File: config.mk
export PLATFORM = sky130hd
export DESIGN_NAME = sysctl_bank
export DESIGN_NICKNAME = d
export VERILOG_FILES = /design/src/rtl/sysctl_bank.sv
export SDC_FILE = /design/constraint.sdc
export NUM_CORES = 1
export LEC_CHECK = 0
export CAP_MARGIN = 5
export CORE_MARGIN = 10
export CORE_UTILIZATION = 26
export CTS_BUF_LIST = sky130_fd_sc_hd__clkbuf_4 sky130_fd_sc_hd__clkbuf_8 sky130_fd_sc_hd__clkbuf_16
export DETAILED_ROUTE_END_ITERATION = 16
export GPL_TIMING_DRIVEN = 0
export PLACE_DENSITY = 0.82
export SLEW_MARGIN = 5
export SYNTH_ARGS = -nofsm -noshare
export SYNTH_HDL_FRONTEND = slang
export SYNTH_SLANG_ARGS = --single-unit
File: constraint.sdc
create_clock -name clk -period 1.68 [get_ports clk]
set_clock_uncertainty 0.05 [all_clocks]
set_input_delay 0.336 -clock clk [delete_from_list [all_inputs] [get_ports clk]]
set_output_delay 0.336 -clock clk [all_outputs]
set_load 0.01 [all_outputs]
File: src/rtl/sysctl_bank.sv
module sysctl_bank #(
  parameter logic [31:0] HIVEC_BASE = 32'hFFFF_0000
) (
  input  logic        clk,
  input  logic        rst,
  input  logic        strap_hivec,
  input  logic        sec_state,
  input  logic        req_valid,
  input  logic        req_write,
  input  logic        req_priv,
  input  logic [31:0] req_wdata,
  input  logic        sec_wr_lock,
  input  logic [31:0] vbar_sec,
  input  logic [31:0] vbar_nsec,
  output logic [31:0] rd_data,
  output logic        undef_fault,
  output logic        mmu_en,
  output logic        align_chk,
  output logic        dcache_en,
  output logic        flowpred_en,
  output logic        icache_en,
  output logic        hivec_en,
  output logic [31:0] vec_base
);
  localparam int NBANK = 2;
  localparam int NFLD  = 6;

  // field order in a bank: {hivec, icache, flowpred, dcache, align, mmu}
  logic [NFLD-1:0] bank_q [NBANK];
  logic [NFLD-1:0] act_f;
  logic [NFLD-1:0] wr_f;
  logic            wr_ok;
  logic [NFLD-1:0] bank_s, bank_ns;

  assign undef_fault = req_valid & (~req_priv | (req_write & sec_state & sec_wr_lock));
  assign wr_ok       = req_valid & req_write & ~undef_fault;
  assign wr_f        = {req_wdata[13], req_wdata[12], req_wdata[11],
                        req_wdata[2], req_wdata[1], req_wdata[0]};

  for (genvar b = 0; b < NBANK; b++) begin : g_bank
    always_ff @(posedge clk) begin
      if (rst)
        bank_q[b] <= {strap_hivec, {(NFLD-1){1'b0}}};
      else if (wr_ok && (sec_state == b[0]))
        bank_q[b] <= wr_f;
    end
  end

  assign bank_s  = bank_q[1];
  assign bank_ns = bank_q[0];
  assign act_f   = sec_state ? bank_s : bank_ns;

  assign rd_data = (req_valid && !req_write && !undef_fault)
                 ? {18'b0, act_f[5:3], 4'b0000, 4'b1111, act_f[2:0]}
                 : 32'b0;

  assign mmu_en      = act_f[0];
  assign align_chk   = act_f[1];
  assign dcache_en   = act_f[2];
  assign flowpred_en = act_f[3];
  assign icache_en   = act_f[4];
  assign hivec_en    = act_f[5];
  assign vec_base    = act_f[5] ? HIVEC_BASE : (sec_state ? vbar_sec : vbar_nsec);
endmodule


==> metrics.md, run 1 <==
| Metric | Value |
|---|---|
| Regs by FF count | `bank_q (12)` |
| Root Buffer | `clkbuf_8` |
| CTS Sinks | `12` |
| Proportion of synthesized area in mux cells | `roughly 31%` |
| Status | `finished, violations left` |
| Critical Path RT | `1.29 ns` |
| Initial Util | `approximately a quarter` |
| Distinct cells, synth | `21` |
| MaxCap Viol Count | `0` |
| Adder-cell area share of the yosys netlist | `0%` |
| Post-Route WL | `roughly 6300 um` |
| Pre-antenna DRT Iters | `4` |
| Clock slew at reported path FFs | `0.05 ns` |
| Dpl cells | `360` |
| Post-synthesis sequential area ratio | `26.7%` |
| Critical-path maximum fanout | `4` |
| Failing checks | `setup timing` |
| Wirelength per Cell | `about 17 um` |
| Die W | `92.0 um` |
| Cts hold-fix bufs | `0` |
| CTS tree | `yes` |
| Slack of the critical path | `-0.0919 ns` |
| Final worst-path cycle share | `105%` |
| Largest family of logic cells by synthesized area | `multiplexers` |
| Fin nets | `just over 400` |
| First-pass GRT wire length | `9250 um` |
| Hpwl dp | `slightly below 5000 um` |
| Die area | `around 8500 um^2` |
| Largest net degree at the start of global routing | `11` |
| PortBufs | `around 130` |
| Number of remaining DRC errors | `0` |
| CTS Buf Count | `3` |
| Gate power share | `~59%` |
| Largest Register | `bank_q` |
| Syn-to-layout area delta | `131%` |
| Yosys warning total | `0` |
| Lkg Pwr | `~1.5 nW` |
| Hold Violations, Final | `0` |
| Tot GR Track Use | `between 10% and 20%` |
| Largest register FFs | `12` |
| H-Tree Depth | `1` |
| IO Pins | `~180` |
| Most frequent cells in the layout | `73 x clkdlybuf4s50_1, 36 x buf_6, 32 x mux2i_1, 31 x buf_4, 22 x conb_1` |
| Clk pwr share | `about 17%` |
| Synthesized flop and latch total | `12` |
| Pint | `1.03 mW` |
| Synth Area in XOR/XNOR | `0%` |
| N_diodes | `0` |
| Sw frac | `a little under a third` |
| Maximum operating frequency | `564 MHz` |
| RSZ-0062 raised after global routing | `yes` |
| Crit path arrival time | `around 1.4 ns` |
| Post-Syn Area | `1350 um^2` |
| CTS max path bufs | `2` |
| Cell row count | `26` |
| GRT overflow | `0` |
| Core ar. | `~5100 um^2` |
| Critical Path Source Type | `flip-flop` |
| Vias in the first global route | `1,622` |
| Endpoints failing setup | `22` |
| NetSw | `roughly 0.47 mW` |
| Vias per cell | `a little over 4` |
| Fraction of layout cells with a size suffix above 1 | `between 40% and 50%` |
| Most common cell after layout, fill and taps aside | `clkdlybuf4s50_1` |
| Post-layout util | `a little over 60%` |
| Seq pwr share | `around a quarter` |
| PD cells | `about 480 nW/um^2` |
| Die H | `92.0 um` |
| Worst hold-check path type | `input port to flip-flop` |
| Fillers | `around 440` |
| Initial antenna violation count | `0` |
| Setup crit end kind | `primary output` |
| Synth Area in Compound Gates | `1.67%` |
| Mapped Avg Cell Area | `roughly 9.4 um^2` |
| Fin crit period | `between 1.5 and 2 ns` |
| Gate count after technology mapping | `roughly 140` |
| Gpl congestion | `approximately 0.76` |
| Vias | `1,550` |
| Post-synthesis simple-gate area fraction | `roughly a fifth` |
| Detail Route Antenna Nets | `0` |
| Initial detailed-routing violation count | `10` |
| Fin cells | `380` |
| Peak VDD IR | `0.000492 V` |
| Crit path kind | `flip-flop to primary output` |
| Final Max Tran Viols | `0` |
cell usage after synthesis:
| cell | n | area (um^2) |
|---|---|---|
| a21boi_0 | 1 | 7.51 |
| and2_1 | 10 | 62.6 |
| buf_2 | 1 | 5.00 |
| buf_4 | 28 | 210 |
| buf_6 | 3 | 33.8 |
| conb_1 | 1 | 3.75 |
| edfxtp_1 | 12 | 360 |
| inv_1 | 1 | 3.75 |
| inv_2 | 1 | 3.75 |
| mux2_2 | 7 | 78.8 |
| mux2i_1 | 32 | 320 |
| mux2i_4 | 1 | 22.5 |
| nand2_1 | 16 | 60.1 |
| nand2b_1 | 1 | 6.26 |
| nand3_1 | 2 | 10.0 |
| nand3b_1 | 1 | 7.51 |
| nor2_1 | 8 | 30.0 |
| nor2_2 | 9 | 56.3 |
| nor2b_1 | 5 | 31.3 |
| nor3_2 | 2 | 20.0 |
| o21bai_1 | 2 | 15.0 |
timing repair:
item	4_1_cts	5_1_grt
gates cloned	3	0
pin swaps	11	4
resized for setup	212	56
endpoints found under the setup margin	63	42
buffers inserted	15	1
layer usage:
metal / vias to the layer above / wire [um] / track usage [%]
li1: 772 / - / -
met1: 706 / 2300 / 14.3
met2: 66 / 3610 / 26.4
met3: 6 / 363 / 3.26
met4: 0 / 45 / 1.67
met5: - / 0 / 0
cell type report:
type	instances	area, um^2	share of cell area, %
Timing Repair Buffer	141	1380	44.2
Multi-Input combinational cell	119	950	30.5
Sequential cell	12	360	11.6
Buffer	31	268	8.60
Tap cell	70	87.6	2.81
Clock buffer	3	41.3	1.33
Inverter	2	17.5	0.562
Timing Repair inverter	1	8.76	0.281
Clock inverter	1	3.75	0.121
metrics by stage:
step / worst slack, ns / hold WS, ns / cell area [um^2] / setup TNS, ns / power [mW]
detailed placement: -0.698 / 0.832 / 2770 / -28.27 / 1.09
floorplan: 0.122 / 0.484 / 1430 / 0 / 0.668
finish: -0.0919 / 0.547 / 3110 / -1.42 / 1.50
CTS: -0.123 / 0.549 / 2930 / -1.96 / 1.41
global placement: -0.663 / 0.818 / 2770 / -27.51 / 1.08
global route: -0.143 / 0.548 / 3110 / -3.23 / 1.59
power groups by stage:
stage | combinational, mW | sequential, mW | clock [mW]
final | 0.882 | 0.359 | 0.262
after global routing | 0.940 | 0.361 | 0.287
after CTS | 0.780 | 0.359 | 0.266
after detailed placement | 0.722 | 0.364 | 0
after global placement | 0.715 | 0.362 | 0
after floorplan | 0.307 | 0.362 | 0
cell families after synthesis:
kind of cell           count (synthesis)
buffers and inverters                 34
other                                  1
AO/OA/AOI/OAI                          3
multiplexers                          40
AND/OR/NAND/NOR                       54
flip-flops                            12
worst paths after layout:
check	from	endpoint	depth (start not counted)
setup / recovery	bank_q[1][5]$_DFFE_PP_	rd_data[13]	6
hold / removal	sec_state	bank_q[0][5]$_DFFE_PP_	3
critical path: stages, from the launching register on:
cell and delay [ns]:
edfxtp_1 0.41, mux2i_4 0.19, buf_6 0.15, buf_6 0.12, buf_6 0.11, nor2_1 0.03, buf_2 0.14
No activity file was read; power rests on OpenSTA's default activity.
==> run 2: changes to the inputs <==
--- a/config.mk
+++ b/config.mk
@@ -5,6 +5,7 @@
 export SDC_FILE = /design/constraint.sdc
 export NUM_CORES = 1
 export LEC_CHECK = 0
+export ABC_CLOCK_PERIOD_IN_PS = 1680
 export CAP_MARGIN = 5
 export CORE_MARGIN = 10
 export CORE_UTILIZATION = 26
==> results of run 2 <==
No change in the layout: final DEF, timing and power equal those of run 1.
